File: src/rtl/tbl_walker_pkg.sv
package tbl_walker_pkg;

    localparam int VA_W   = 32;
    localparam int ENT_W  = 32;
    localparam int CTP_W  = 32;
    localparam int PG_SH  = 12;
    localparam int CTP_SH = 4;
    localparam int ENT_SH = 2;
    localparam int LVL_W  = 2;
    localparam int FC_W   = 10;

    localparam int IDX_W1 = 8;
    localparam int IDX_W2 = 6;
    localparam int IDX_W3 = 6;
    localparam int NUM_DIR_LVLS = 3;
    localparam logic [LVL_W-1:0] LAST_LVL = LVL_W'(NUM_DIR_LVLS);

    localparam int ACC_BIT = 5;
    localparam int MOD_BIT = 6;
    localparam int PERM_LO = 2;
    localparam int PERM_HI = 4;
    localparam int PPN_LO  = 8;

    function automatic int lvl_idx_w(input int lvl);
        return (lvl == 1) ? IDX_W1 : ((lvl == 2) ? IDX_W2 : IDX_W3);
    endfunction

    function automatic int lvl_idx_lo(input int lvl);
        return (lvl == 1) ? (PG_SH + IDX_W3 + IDX_W2)
             : ((lvl == 2) ? (PG_SH + IDX_W3) : PG_SH);
    endfunction

    function automatic int lvl_idx_hi(input int lvl);
        return lvl_idx_lo(lvl) + lvl_idx_w(lvl) - 1;
    endfunction

    localparam int OFF1_W = lvl_idx_lo(1);

    typedef enum logic [2:0] {
        ST_IDLE,
        ST_FETCH,
        ST_EVAL,
        ST_WBACK,
        ST_FINISH
    } walk_state_e;

    typedef enum logic [1:0] {
        ET_INVALID = 2'd0,
        ET_DIR     = 2'd1,
        ET_LEAF    = 2'd2,
        ET_RSVD    = 2'd3
    } ent_type_e;

    typedef enum logic [2:0] {
        FT_NONE    = 3'd0,
        FT_INVALID = 3'd1,
        FT_XLATE   = 3'd4
    } ftype_e;

    typedef enum logic [1:0] {
        ACT_DESCEND,
        ACT_LEAF,
        ACT_FAULT
    } act_e;

    typedef enum logic [1:0] {
        SZ_4K   = 2'd0,
        SZ_256K = 2'd1,
        SZ_16M  = 2'd2
    } pgsz_e;

endpackage

File: src/rtl/walk_addr_gen.sv
module walk_addr_gen
    import tbl_walker_pkg::*;
#(
    parameter int CTX_W = 8,
    parameter int PA_W  = 36
) (
    input  logic [LVL_W-1:0]    level,
    input  logic [CTP_W-1:0]    ctx_ptr,
    input  logic [CTX_W-1:0]    ctx_num,
    input  logic [VA_W-1:PG_SH] vpn,
    input  logic [ENT_W-1:2]    dir_ptr,
    output logic [PA_W-1:0]     addr
);

    logic [PA_W-1:0] ctx_addr;
    logic [PA_W-1:0] tbl_base;
    logic [PA_W-1:0] idx_off [1:NUM_DIR_LVLS];

    // context table slot: pointer scaled to a byte address, plus word index
    assign ctx_addr = (PA_W'(ctx_ptr) << CTP_SH) + (PA_W'(ctx_num) << ENT_SH);

    // next table base taken from the directory entry's pointer field
    assign tbl_base = PA_W'({dir_ptr, 2'b00}) << CTP_SH;

    for (genvar g = 1; g <= NUM_DIR_LVLS; g++) begin : g_idx
        localparam int HI = lvl_idx_hi(g);
        localparam int LO = lvl_idx_lo(g);
        assign idx_off[g] = PA_W'(vpn[HI:LO]) << ENT_SH;
    end

    always_comb begin
        unique case (level)
            2'd1:    addr = tbl_base + idx_off[1];
            2'd2:    addr = tbl_base + idx_off[2];
            2'd3:    addr = tbl_base + idx_off[3];
            default: addr = ctx_addr;
        endcase
    end

endmodule

File: src/rtl/walk_entry_classify.sv
module walk_entry_classify
    import tbl_walker_pkg::*;
(
    input  logic [LVL_W-1:0] level,
    input  logic [1:0]       etype,
    input  logic             bus_err,
    output act_e             act,
    output logic [FC_W-1:0]  fault_code
);

    ftype_e ft;

    always_comb begin
        act = ACT_FAULT;
        ft  = FT_XLATE;
        if (!bus_err) begin
            unique case (ent_type_e'(etype))
                ET_INVALID: ft = FT_INVALID;
                ET_DIR: begin
                    if (level != LAST_LVL) begin
                        act = ACT_DESCEND;
                        ft  = FT_NONE;
                    end
                end
                ET_LEAF: begin
                    if (level != '0) begin
                        act = ACT_LEAF;
                        ft  = FT_NONE;
                    end
                end
                ET_RSVD: ft = FT_XLATE;
                default: ft = FT_XLATE;
            endcase
        end
        fault_code = (act == ACT_FAULT) ? {level, 3'b000, ft, 2'b00} : '0;
    end

endmodule

File: src/rtl/walk_leaf_compose.sv
module walk_leaf_compose
    import tbl_walker_pkg::*;
#(
    parameter int PA_W = 36
) (
    input  logic [LVL_W-1:0]  level,
    input  logic [ENT_W-1:0]  leaf,
    input  logic [OFF1_W-1:0] voff,
    input  logic              is_write,
    output logic [PA_W-1:0]   paddr,
    output pgsz_e             size,
    output logic [2:0]        perm,
    output logic [ENT_W-1:0]  wb_data,
    output logic              wb_needed
);

    logic [PA_W-1:0] frame;
    logic [PA_W-1:0] offs [1:NUM_DIR_LVLS];
    logic [PA_W-1:0] off_sel;

    assign frame = PA_W'(leaf[ENT_W-1:PPN_LO]) << PG_SH;

    // a leaf at level n keeps every virtual bit below that level's index
    for (genvar g = 1; g <= NUM_DIR_LVLS; g++) begin : g_off
        localparam int TOP = lvl_idx_lo(g) - 1;
        assign offs[g] = PA_W'(voff[TOP:0]);
    end

    always_comb begin
        unique case (level)
            2'd1: begin
                off_sel = offs[1];
                size    = SZ_16M;
            end
            2'd2: begin
                off_sel = offs[2];
                size    = SZ_256K;
            end
            2'd3: begin
                off_sel = offs[3];
                size    = SZ_4K;
            end
            default: begin
                off_sel = '0;
                size    = SZ_4K;
            end
        endcase
    end

    assign paddr = frame + off_sel;
    assign perm  = leaf[PERM_HI:PERM_LO];

    always_comb begin
        wb_data = leaf;
        wb_data[ACC_BIT] = 1'b1;
        if (is_write) begin
            wb_data[MOD_BIT] = 1'b1;
        end
        wb_needed = (wb_data != leaf);
    end

endmodule

File: src/rtl/tbl_walker.sv
module tbl_walker
    import tbl_walker_pkg::*;
#(
    parameter int CTX_W = 8,
    parameter int PA_W  = 36
) (
    input  logic              clk,
    input  logic              rst_n,
    input  logic              req_valid,
    input  logic              req_write,
    input  logic [31:0]       req_vaddr,
    input  logic [31:0]       ctx_ptr,
    input  logic [CTX_W-1:0]  ctx_num,
    output logic              busy,
    output logic              done,
    output logic [PA_W-1:0]   res_paddr,
    output logic [1:0]        res_size,
    output logic [2:0]        res_perm,
    output logic [9:0]        res_fault,
    output logic              mem_req,
    output logic              mem_we,
    output logic [PA_W-1:0]   mem_addr,
    output logic [31:0]       mem_wdata,
    input  logic              mem_ack,
    input  logic [31:0]       mem_rdata,
    input  logic              mem_err
);

    walk_state_e state_q, state_d;

    logic [LVL_W-1:0] level_q;
    logic [VA_W-1:0]  vaddr_q;
    logic             write_q;
    logic [CTP_W-1:0] ctxp_q;
    logic [CTX_W-1:0] ctxn_q;
    logic [ENT_W-1:0] entry_q;
    logic             err_q;
    logic [PA_W-1:0]  ent_addr_q;

    logic [PA_W-1:0]  gen_addr;
    act_e             act;
    logic [FC_W-1:0]  fault_code;
    logic [PA_W-1:0]  leaf_paddr;
    pgsz_e            leaf_size;
    logic [2:0]       leaf_perm;
    logic [ENT_W-1:0] wb_data;
    logic             wb_needed;

    walk_addr_gen #(
        .CTX_W (CTX_W),
        .PA_W  (PA_W)
    ) u_addr (
        .level   (level_q),
        .ctx_ptr (ctxp_q),
        .ctx_num (ctxn_q),
        .vpn     (vaddr_q[VA_W-1:PG_SH]),
        .dir_ptr (entry_q[ENT_W-1:2]),
        .addr    (gen_addr)
    );

    walk_entry_classify u_class (
        .level      (level_q),
        .etype      (entry_q[1:0]),
        .bus_err    (err_q),
        .act        (act),
        .fault_code (fault_code)
    );

    walk_leaf_compose #(
        .PA_W (PA_W)
    ) u_leaf (
        .level     (level_q),
        .leaf      (entry_q),
        .voff      (vaddr_q[OFF1_W-1:0]),
        .is_write  (write_q),
        .paddr     (leaf_paddr),
        .size      (leaf_size),
        .perm      (leaf_perm),
        .wb_data   (wb_data),
        .wb_needed (wb_needed)
    );

    // state register
    always_ff @(posedge clk or negedge rst_n) begin
        if (!rst_n) begin
            state_q <= ST_IDLE;
        end else begin
            state_q <= state_d;
        end
    end

    // transitions
    always_comb begin
        state_d = state_q;
        unique case (state_q)
            ST_IDLE: begin
                if (req_valid) state_d = ST_FETCH;
            end
            ST_FETCH: begin
                if (mem_ack) state_d = ST_EVAL;
            end
            ST_EVAL: begin
                unique case (act)
                    ACT_DESCEND: state_d = ST_FETCH;
                    ACT_LEAF:    state_d = wb_needed ? ST_WBACK : ST_FINISH;
                    default:     state_d = ST_FINISH;
                endcase
            end
            ST_WBACK: begin
                if (mem_ack) state_d = ST_FINISH;
            end
            ST_FINISH: state_d = ST_IDLE;
            default:   state_d = ST_IDLE;
        endcase
    end

    // walk context: request capture, fetched entry, level counter
    always_ff @(posedge clk or negedge rst_n) begin
        if (!rst_n) begin
            level_q    <= '0;
            vaddr_q    <= '0;
            write_q    <= 1'b0;
            ctxp_q     <= '0;
            ctxn_q     <= '0;
            entry_q    <= '0;
            err_q      <= 1'b0;
            ent_addr_q <= '0;
        end else begin
            unique case (state_q)
                ST_IDLE: begin
                    if (req_valid) begin
                        level_q <= '0;
                        vaddr_q <= req_vaddr;
                        write_q <= req_write;
                        ctxp_q  <= ctx_ptr;
                        ctxn_q  <= ctx_num;
                    end
                end
                ST_FETCH: begin
                    if (mem_ack) begin
                        entry_q    <= mem_rdata;
                        err_q      <= mem_err;
                        ent_addr_q <= gen_addr;
                    end
                end
                ST_EVAL: begin
                    if (act == ACT_DESCEND) begin
                        level_q <= level_q + 2'd1;
                    end
                end
                default: ;
            endcase
        end
    end

    // result registers
    always_ff @(posedge clk or negedge rst_n) begin
        if (!rst_n) begin
            res_paddr <= '0;
            res_size  <= '0;
            res_perm  <= '0;
            res_fault <= '0;
        end else if (state_q == ST_EVAL) begin
            if (act == ACT_LEAF) begin
                res_paddr <= leaf_paddr;
                res_size  <= leaf_size;
                res_perm  <= leaf_perm;
                res_fault <= '0;
            end else if (act == ACT_FAULT) begin
                res_paddr <= '0;
                res_size  <= '0;
                res_perm  <= '0;
                res_fault <= fault_code;
            end
        end
    end

    // state-decoded outputs
    always_comb begin
        busy      = 1'b0;
        done      = 1'b0;
        mem_req   = 1'b0;
        mem_we    = 1'b0;
        mem_addr  = gen_addr;
        mem_wdata = '0;
        unique case (state_q)
            ST_FETCH: begin
                busy    = 1'b1;
                mem_req = 1'b1;
            end
            ST_EVAL: busy = 1'b1;
            ST_WBACK: begin
                busy      = 1'b1;
                mem_req   = 1'b1;
                mem_we    = 1'b1;
                mem_addr  = ent_addr_q;
                mem_wdata = wb_data;
            end
            ST_FINISH: done = 1'b1;
            default: ;
        endcase
    end

    a_r11_done_single: assert property (@(posedge clk) disable iff (!rst_n)
        done |=> !done);

    a_r11_done_not_busy: assert property (@(posedge clk) disable iff (!rst_n)
        done |-> !busy);

    a_r11_hold_access: assert property (@(posedge clk) disable iff (!rst_n)
        (mem_req && !mem_ack) |=> (mem_req && $stable(mem_addr) && $stable(mem_we)));

    a_r3_word_aligned: assert property (@(posedge clk) disable iff (!rst_n)
        mem_req |-> (mem_addr[1:0] == 2'b00));

    a_r9_wb_flags: assert property (@(posedge clk) disable iff (!rst_n)
        (mem_req && mem_we) |-> (mem_wdata[ACC_BIT] && (mem_wdata[MOD_BIT] || !write_q)));

    a_r13_fault_blank: assert property (@(posedge clk) disable iff (!rst_n)
        (done && (res_fault != '0)) |-> ((res_paddr == '0) && (res_perm == '0)));

    a_r12_start_needs_req: assert property (@(posedge clk) disable iff (!rst_n)
        $rose(busy) |-> $past(req_valid));

endmodule

File: config.mk
export PLATFORM = sky130hd
export DESIGN_NAME = tbl_walker
export DESIGN_NICKNAME = d
export VERILOG_FILES = /design/src/rtl/tbl_walker_pkg.sv /design/src/rtl/walk_addr_gen.sv /design/src/rtl/walk_entry_classify.sv /design/src/rtl/walk_leaf_compose.sv /design/src/rtl/tbl_walker.sv
export SDC_FILE = /design/constraint.sdc
export NUM_CORES = 1
export LEC_CHECK = 0
export BUFFER_PORTS_ARGS = -buffer_cell sky130_fd_sc_hd__buf_4
export CAP_MARGIN = 5
export CORE_ASPECT_RATIO = 0.8
export CORE_MARGIN = 2
export CORE_UTILIZATION = 56
export DETAILED_ROUTE_END_ITERATION = 7
export PLACE_DENSITY_LB_ADDON = 0.12
export SLEW_MARGIN = 20
export SYNTH_ARGS = -nofsm -noshare
export SYNTH_HDL_FRONTEND = slang
export SYNTH_HIERARCHICAL = 1
export SYNTH_SLANG_ARGS = --single-unit
File: constraint.sdc
create_clock -name clk -period 4.4 [get_ports clk]
set_input_delay 0.44 -clock clk [delete_from_list [all_inputs] [get_ports clk]]
set_output_delay 0.44 -clock clk [all_outputs]
set_load 0.05 [all_outputs]
==> results of run 1 <==
==> layout by cell type (no fill, tap or decap), types with 3 or more instances in the layout <==
cell type	netlist	final
a21boi_0	5	5
nor3b_1	6	6
and2_1	17	16
a21o_1	7	7
clkinv_8	0	5
fa_1	3	3
nor2b_1	24	24
mux2_4	10	10
nand4_1	16	16
nand2_1	125	125
dfrtp_1	198	198
buf_4	45	247
nand2b_1	13	13
a21oi_1	26	26
ha_1	29	28
nor4_1	10	10
mux2_2	159	159
xor2_1	20	20
and4_1	8	8
and3_1	37	37
conb_1	3	9
nand3_1	20	20
inv_8	0	4
a2111oi_0	3	3
mux4_2	4	4
mux2_1	9	9
nor3_1	15	15
o21ai_0	62	62
nor2_1	25	25
inv_1	25	25
a211oi_1	7	7
xnor2_1	54	54
clkbuf_16	0	17
mux2i_1	26	26
==> flip-flops by register name (all words and copies together), names as in the netlist, 8 cells and up <==
name,count
ctxp_q,32
res_paddr,36
ctxn_q,8
entry_q,32
res_fault,10
vaddr_q,32
ent_addr_q,36
==> power groups by stage <==
| stage | clock [mW] | sequential, mW | combinational, mW |
|---|---|---|---|
| 3_5_place_dp | 0 | 3.44 | 6.78 |
| 3_3_place_gp | 0 | 3.41 | 6.69 |
| 6_report | 1.70 | 3.42 | 6.84 |
| 2_1_floorplan | 0 | 3.26 | 5.28 |
| 5_1_grt | 1.79 | 3.54 | 7.31 |
| 4_1_cts | 1.72 | 3.41 | 6.83 |
==> per-stage QoR <==
stage	utilization	instance area (sq um)	total power [mW]	hold WS (ns)
final	0.680	14200	12.0	0.119
after global routing	0.680	14200	12.6	0.185
after CTS	0.680	14200	12.0	0.167
after detailed placement	0.649	13500	10.2	0.472
after global placement	0.649	13500	10.1	0.462
after floorplan	-	12000	8.54	0.144
==> cell families after synthesis <==
group | Yosys count | synth area share
buf+inv | 132 | 0.0646
flops | 198 | 0.415
simple gates | 339 | 0.154
compound gates | 140 | 0.0747
xor+xnor | 74 | 0.0543
fa+ha+maj | 32 | 0.0355
other cells | 3 | 0.000944
mux | 208 | 0.201
==> worst reg2reg max path, delay by kind of cell, from the launching register on <==
kind	cells	cell delay [ns]
flops	1	0.44
xor+xnor	1	0.14
buf+inv	1	0.29
compound gates	5	1.27
simple gates	4	0.74
fa+ha+maj	2	0.62
==> per-layer routing <==
layer	vias up	wire length, microns
met5	-	0
met4	0	374
met3	29	1790
met2	299	14000
met1	4383	14000
li1	4240	-
==> cells in the mapped netlist, types with 13 or more instances <==
cell type,n,area share
mux2i_1,26,0.022
nand4_1,16,0.0084
buf_2,16,0.0067
nand2b_1,13,0.0068
dfrtp_1,198,0.42
inv_1,25,0.0079
nor2_1,25,0.0079
and3_1,37,0.019
o21ai_0,62,0.026
mux2_2,159,0.15
ha_1,29,0.030
xor2_1,20,0.015
clkbuf_1,33,0.010
nand2_1,125,0.039
a21oi_1,26,0.011
buf_4,45,0.028
xnor2_1,54,0.040
and2_1,17,0.0089
nor3_1,15,0.0063
nand3_1,20,0.0084
nor2b_1,24,0.013
==> how the worst max path moves through the flow <==
stage	from	end	slack [ns]	cells after the start
after floorplan	level_q[0]$_DFFE_PN0P_	mem_addr[16]	0.76	12
after global placement	level_q[0]$_DFFE_PN0P_	mem_addr[16]	0.99	12
after detailed placement	level_q[1]$_DFFE_PN0P_	res_paddr[34]$_DFFE_PN0P_	0.91	13
after CTS	level_q[0]$_DFFE_PN0P_	mem_addr[16]	0.43	12
after global routing	level_q[0]$_DFFE_PN0P_	mem_addr[16]	0.13	12
final	level_q[0]$_DFFE_PN0P_	mem_addr[16]	0.45	12
==> final cells by class <==
class	count	area, sq um	share of cell area
Timing Repair Buffer	248	1870	0.132
Inverter	25	93.8	0.00663
Tap cell	269	337	0.0238
Clock buffer	17	425	0.0301
Clock inverter	15	219	0.0155
Sequential cell	198	4950	0.350
Multi-Input combinational cell	802	6250	0.442
==> results.cfg, run 1 <==
[setup_path]
cpPeakStageDelay_ns = 0.47
crit_family = compound AO/OA/AOI/OAI gates
reg2reg_to = res_paddr[28]$_DFFE_PN0P_
worstPathRequired_ns = 3.96
cp_slowest_cell = a211oi_1
worstSetupEndpointType = primary output
path_max_fanout = 4
reg2reg_depth = 13
path_class = register to primary output
cp_cell_sequence = mux2i_1 > a21oi_1 > ha_1 > inv_1 > fa_1 > nand2b_1 > a211oi_1 > nand4_1 > xnor2_1 > o221a_2 > mux2_2 > buf_4
arrival_ns = 3.51
cp-start-kind = register
r2r-start = level_q[1]$_DFFE_PN0P_
rrSetupSlack_ns = 0.82
crit_buf_inv = 2

[synth]
synth_seq_area_share = 0.415
netlist_area_sq_um = 11900
synth_enable_flop_cells = 0
yosys.cell_types.count = 75
yosys_warnings = 6
ys.flop_type = dfrtp_1
ys_ff_latch = 198
synthCells = 1126
ys_async_sr_fraction = 1.00
syn_avg_cell_area_sq_um = 10.6

[grt]
top_usage_layer = met2
met1_usage = 0.394
antenna_found_initial = 0
grt.met2_usage = 0.433
grtUsageTotal = 0.274
grt_pass1_wl_mm = 48.5
first_global_vias = 8885
grt_util_met3 = 0.0504
overflow = 0
grt_max_degree = 117

[place]
port_buffers = 232
dp_hpwl_mm = 21.5
place_inst = 1542
dp_slack_ns = 0.910
place.gp.congestion = 0.880

[detailed_routing]
vias = 8951
wl_mm = 30.2
wire_per_inst_microns = 19.2
antenna_left = 0
first_iter_violations = 594
drc = 17
via_per_inst = 5.69
firstDrtPassIters = 7

[layout]
antennaDiodeCount = 0
nets = 1434
drive_gt1_frac = 0.365
area_growth_pct = 18.6
final_cells = 1574
n_fill_cell = 1706

[run]
maxCapViolations = 0

[clock_tree]
clock-sinks = 198
clock_path_buffers = 2
cts_hold_buf = 0
cts_made_buffers = 17
ctsHtreeMaxLevel = 4
root_buffer = clkbuf_16
clk_transition_reported_paths_ns = 0.09
cts_resized = 0
cts_setup_buffers = 0
clock_latency_ns = 0.45
tritoncts = built

[pwr]
power.switching_mw = 5.76
power.internal_mw = 6.19
power.density_nw_per_um2 = 845
seq_power_share = 0.286
clkPwrFrac = 0.142
p_sw_frac = 0.482
leakagePower_nw = 6.32
peakVddDrop_mv = 1.22
p_comb_frac = 0.572

[timing]
setup_viol = 0
fin_ws_ns = 0.452
finalCriticalPeriod_ns = 3.95
rsz0062_at_grt = false
maxSlewHeadroom = 0.291
fin_setup_tns_ns = 0
clock_skew_ns = 0.0168
finalCritPeriodShare = 0.897
final-hold-violation-count = 0
drv_slew = 0
worst_slew_pin_slew_ns = 1.06
max_freq_ghz = 0.253

[floorplan]
core_area_sq_um = 20800
std_cell_rows = 47
pin_count = 233
initial_core_util = 0.573
dieArea_sq_um = 22500
die_h_microns = 135
die_w_microns = 167

[status]
violations = design-rule violations
status = finished, violations left

[min_path]
hp-class = primary input to asynchronous set/reset pin
Power figures use the tool's default switching activity.
==> run 2: changes to the inputs <==
Settings changed: ABC_AREA set to 1, CORE_UTILIZATION 56 to 58.
==> results.cfg, run 2 <==
[synth]
synth_largest_area_cell = dfrtp_1
yosys_warnings = 6
ys_async_sr_fraction = 1.00
synthCells = 2010
synth_seq_area_share = 0.360
ys.flop_type = dfrtp_1
netlist_area_sq_um = 13800
post-synth-top-count-cell = nand2_1
synth_area_leaders = dfrtp_1 (36%), nand2_1 (16%), inv_1 (9.8%), nand3_1 (5.8%), o21ai_0 (5.5%)
yosys.cell_types.count = 45
synth_enable_flop_cells = 0
ys_ff_latch = 198
syn_avg_cell_area_sq_um = 6.85
synth_commonest_cells = nand2_1 (586), inv_1 (359), dfrtp_1 (198)
synth_top_area_frac = 0.360

[grt]
first_global_vias = 12200
antenna_found_initial = 0
overflow = 0
grt_pass1_wl_mm = 63.0
grt_max_degree = 99
grtUsageTotal = 0.320

[layout]
area_growth_pct = 14.8
multiInputGateArea_sq_um = 6620
seqCellArea_sq_um = 4950
final_cell_mix = nand2_1 (586), inv_1 (359), buf_4 (240), dfrtp_1 (198), nand3_1 (160)
final_common_cell = nand2_1
final_cells = 2489
drive_gt1_frac = 0.179
n_fill_cell = 2094
nets = 2306
reg.largest.list = ent_addr_q: 36 flops, res_paddr: 36 flops
antennaDiodeCount = 0

[clock_tree]
cts_resized = 0
root_buffer = clkbuf_16
clock_latency_ns = 0.45
cts_setup_buffers = 0
ctsHtreeMaxLevel = 4
tritoncts = built
cts_made_buffers = 17
cts_hold_buf = 0
clock_path_buffers = 2
clk_transition_reported_paths_ns = 0.08
clock-sinks = 198

[detailed_routing]
top_layer = met4
first_iter_violations = 1118
wl_met2_mm = 17.0
firstDrtPassIters = 6
wl_mm = 39.4
vias = 13200
antenna_left = 0
via_per_inst = 5.28
dr_wl_met3_mm = 3.44
drc = 0
wire_per_inst_microns = 15.8
wl_met1_mm = 17.7

[setup_path]
r2r-start = level_q[1]$_DFFE_PN0P_
worstPathRequired_ns = 3.96
path_class = register to primary output
arrival_ns = 3.53
worstSetupEndpointType = primary output
path_max_fanout = 13
crit_path_start = level_q[1]$_DFFE_PN0P_
cp-start-kind = register

[floorplan]
pin_count = 233
core_area_sq_um = 23300
die_h_microns = 142
die_w_microns = 176
initial_core_util = 0.590
std_cell_rows = 50
dieArea_sq_um = 25000

[run]
maxCapViolations = 0

[timing]
final-hold-violation-count = 3
worst_slew_pin_slew_ns = 1.15
fin_setup_tns_ns = 0
drv_slew = 0
maxSlewHeadroom = 0.228
finalCriticalPeriod_ns = 3.97
finalCritPeriodShare = 0.902
fin_hold_ws_ns = -0.0174
rsz0062_at_grt = false
fin_ws_ns = 0.429
max_freq_ghz = 0.252
clock_skew_ns = 0.0186
setup_viol = 0

[place]
port_buffers = 232
dp_slack_ns = 0.987
dp_hpwl_mm = 29.7
place_inst = 2456
place.gp.congestion = 0.958

[min_path]
hp-class = primary input to asynchronous set/reset pin

[status]
status = finished, violations left
violations = negative hold slack

[pwr]
power.density_nw_per_um2 = 748
peakVddDrop_mv = 1.41
leakagePower_nw = 8.88
[run 2: layout make-up]
class	instances	share of cell area
Multi-Input combinational cell	1339	0.418
Sequential cell	198	0.313
Timing Repair Buffer	244	0.119
Inverter	364	0.0864
Clock buffer	18	0.0271
Tap cell	312	0.0247
Clock inverter	14	0.0114
[run 2: final timing paths]
path | end | slack, ns | cells after the start
max in group asynchronous | vaddr_q[23]$_DFFE_PN0P_ | 3.50 | 2
max reg2reg | ent_addr_q[16]$_DFFE_PN0P_ | 1.47 | 15
min | entry_q[22]$_DFFE_PN0P_ | -0.02 | 1
max | mem_addr[19] | 0.43 | 14
min in group clk | vaddr_q[4]$_DFFE_PN0P_ | 0.23 | 3
min reg2reg | ent_addr_q[22]$_DFFE_PN0P_ | 0.49 | 2
[run 2: per-stage QoR]
step | cell area (sq um) | util | total power, mW | hold slack (ns)
finish | 15800 | 0.678 | 11.8 | -0.0174
global route | 15800 | 0.678 | 12.6 | 0.0524
CTS | 15800 | 0.677 | 11.8 | 0.0359
detailed placement | 15200 | 0.651 | 10.1 | 0.470
global placement | 15200 | 0.651 | 9.97 | 0.464
floorplan | 13800 | - | 8.27 | 0.144
[run 2: critical path: stages (launching register included)]
cell and delay [ns]:
dfrtp_1 0.46, nand2_1 0.11, inv_1 0.09, a221oi_1 0.50, ha_1 0.33, nand3_1 0.08, nand2_1 0.12, nand2_1 0.08
nand2_1 0.26, nand3_1 0.17, nand3_1 0.09, nand2_1 0.10, inv_1 0.06, o21ai_0 0.35, buf_4 0.28
[run 2: power breakdown]
| part | internal, mW | leakage, nW | switching [mW] | total (mW) |
|---|---|---|---|---|
| clock network | 0.779 | 0.294 | 0.846 | 1.63 |
| registers | 2.47 | 2.55 | 0.939 | 3.41 |
| logic | 1.97 | 6.04 | 4.82 | 6.79 |
| total | 5.23 | 8.88 | 6.60 | 11.8 |
[run 2: kinds of logic after synthesis]
logic type | synth area share
AND/OR/NAND/NOR | 0.312
flip-flops | 0.360
buffers and inverters | 0.163
other | 0.000817
XOR/XNOR | 0.00954
adder cells (fa/ha/maj) | 0.0307
AO/OA/AOI/OAI | 0.124
[run 2: metal layers]
metal  vias up  global-route usage
li1       6484                   -
met1      6077               0.459
met2       524               0.486
met3        67              0.0568
met4         0               0.120
met5         -                   0
==> run 3: changes to the inputs <==
Settings changed: CELL_PAD_IN_SITES_DETAIL_PLACEMENT set to 1, CELL_PAD_IN_SITES_GLOBAL_PLACEMENT set to 1, CORE_MARGIN 2 to unset, CORE_UTILIZATION 58 to 41, SKIP_LAST_GASP set to 1.
==> results.cfg, run 3 (synthesis gave the netlist of run 2 again) <==
[layout]
drive_gt1_frac = 0.180
antennaDiodeCount = 0
postLayoutCoreUtil = 0.486
n_fill_cell = 4362
reg.largest.list = ent_addr_q: 36 flops, res_paddr: 36 flops
final_cell_mix = nand2_1 (586), inv_1 (359), buf_4 (245), dfrtp_1 (198), nand3_1 (160)
area_growth_pct = 15.7
seqCellArea_sq_um = 4950
multiInputGateArea_sq_um = 6620
final_common_cell = nand2_1
nets = 2309

[setup_path]
cp_slowest_cell = dfrtp_1
crit_family = simple AND/OR/NAND/NOR gates
cp-start-kind = register
crit_buf_inv = 4
rrSetupSlack_ns = 1.41
worstPathRequired_ns = 3.96
reg2reg_to = state_q[0]$_DFFE_PN0P_
cpPeakStageDelay_ns = 0.51
cp_cell_sequence = inv_1 > nor2_1 > a221oi_1 > inv_1 > fa_1 > nor2_1 > nor2_4 > nor2_1 > nand2_1 > nand2_1 > o211ai_1 > nand2_1 > inv_1 > o21ai_1 > buf_4
path_class = register to primary output
arrival_ns = 3.63
worstSetupEndpointType = primary output
r2r-start = entry_q[0]$_DFFE_PN0P_
reg2reg_depth = 14
path_max_fanout = 10

[grt]
grt_pass1_wl_mm = 73.7
overflow = 0
grt_max_degree = 107
grtUsageTotal = 0.277
first_global_vias = 13200
antenna_found_initial = 1

[detailed_routing]
firstDrtPassIters = 7
via_per_inst = 5.07
wire_per_inst_microns = 17.8
wl_mm = 46.3
vias = 13200
first_iter_violations = 852
antenna_left = 0
drc = 13

[timing]
max_freq_ghz = 0.246
finalCriticalPeriod_ns = 4.07
finalCritPeriodShare = 0.924
worst_slew_pin_slew_ns = 1.01
drv_slew = 0
maxSlewHeadroom = 0.328
clock_skew_ns = 0.0120
rsz0062_at_grt = false
final-hold-violation-count = 0
fin_setup_tns_ns = 0
setup_viol = 0

[clock_tree]
tritoncts = built
cts_made_buffers = 17
clock_path_buffers = 2
clk_transition_reported_paths_ns = 0.08
clock_latency_ns = 0.46
clock-sinks = 198
ctsHtreeMaxLevel = 4
cts_resized = 0
root_buffer = clkbuf_16
cts_setup_buffers = 0
cts_hold_buf = 0

[place]
place.gp.congestion = 0.900
port_buffers = 232
dp_hpwl_mm = 35.5

[pwr]
p_sw_frac = 0.558
p_comb_frac = 0.575
clkPwrFrac = 0.137
power.density_nw_per_um2 = 748
leakagePower_nw = 8.88
seq_power_share = 0.288
power.internal_mw = 5.27
power.switching_mw = 6.65
peakVddDrop_mv = 0.551

[floorplan]
die_h_microns = 166
std_cell_rows = 59
die_w_microns = 207
initial_core_util = 0.420
dieArea_sq_um = 34300
core_area_sq_um = 32800
pin_count = 233

[status]
status = finished, violations left
violations = design-rule violations

[run]
maxCapViolations = 0

[min_path]
hp-class = primary input to asynchronous set/reset pin
-- run 3: worst register-to-register path: stages (launching register included) --
cell	delay (ns)
dfrtp_1	0.46
inv_1	0.11
ha_1	0.32
inv_1	0.06
nor2_1	0.12
nand3_2	0.11
inv_1	0.11
ha_1	0.69
buf_4	0.41
nand2_1	0.14
nand2_1	0.08
nand2_1	0.04
o21ai_0	0.14
nand2_1	0.08
nand2_1	0.06
-- run 3: power by group through the flow --
stage | combinational (mW) | sequential, mW | clock (mW)
2_1_floorplan | 5.10 | 3.17 | 0
3_3_place_gp | 6.68 | 3.42 | 0
3_5_place_dp | 6.84 | 3.46 | 0
4_1_cts | 6.88 | 3.44 | 1.67
5_1_grt | 7.49 | 3.54 | 1.73
6_report | 6.85 | 3.44 | 1.63
-- run 3: routing by layer --
layer / vias up / GRT usage / routed length [microns]
li1: 6484 / - / -
met1: 6418 / 0.403 / 22100
met2: 284 / 0.423 / 21000
met3: 33 / 0.0547 / 2730
met4: 0 / 0.0590 / 522
met5: - / 0 / 0
-- run 3: worst max-delay path by stage --
stage / startpoint / to / slack, ns / depth (start not counted)
after global placement: level_q[1]$_DFFE_PN0P_ / mem_addr[34] / 0.92 / 15
after detailed placement: level_q[1]$_DFFE_PN0P_ / mem_addr[34] / 0.82 / 15
after CTS: level_q[1]$_DFFE_PN0P_ / mem_addr[34] / 0.30 / 15
final: level_q[1]$_DFFE_PN0P_ / mem_addr[34] / 0.33 / 15
after global routing: level_q[1]$_DFFE_PN0P_ / mem_addr[28] / 0.01 / 15
after floorplan: level_q[1]$_DFFE_PN0P_ / mem_addr[24] / 0.46 / 15
-- run 3: layout make-up --
class / count / area share
Clock buffer: 18 / 0.0269
Inverter: 364 / 0.0857
Timing Repair Buffer: 247 / 0.117
Multi-Input combinational cell: 1339 / 0.415
Clock inverter: 14 / 0.0104
Sequential cell: 198 / 0.311
Tap cell: 427 / 0.0335
-- run 3: per-stage QoR --
stage	total power, mW	hold slack [ns]	setup WS (ns)	instance area [sq um]	cells
final	11.9	0.0376	0.334	15900	2607
after floorplan	8.27	0.144	0.456	13800	2016
after global placement	10.1	0.463	0.924	15300	2575
after detailed placement	10.3	0.471	0.817	15300	2575
after global routing	12.8	0.107	0.0104	15900	2607
after CTS	12.0	0.0842	0.301	15900	2607
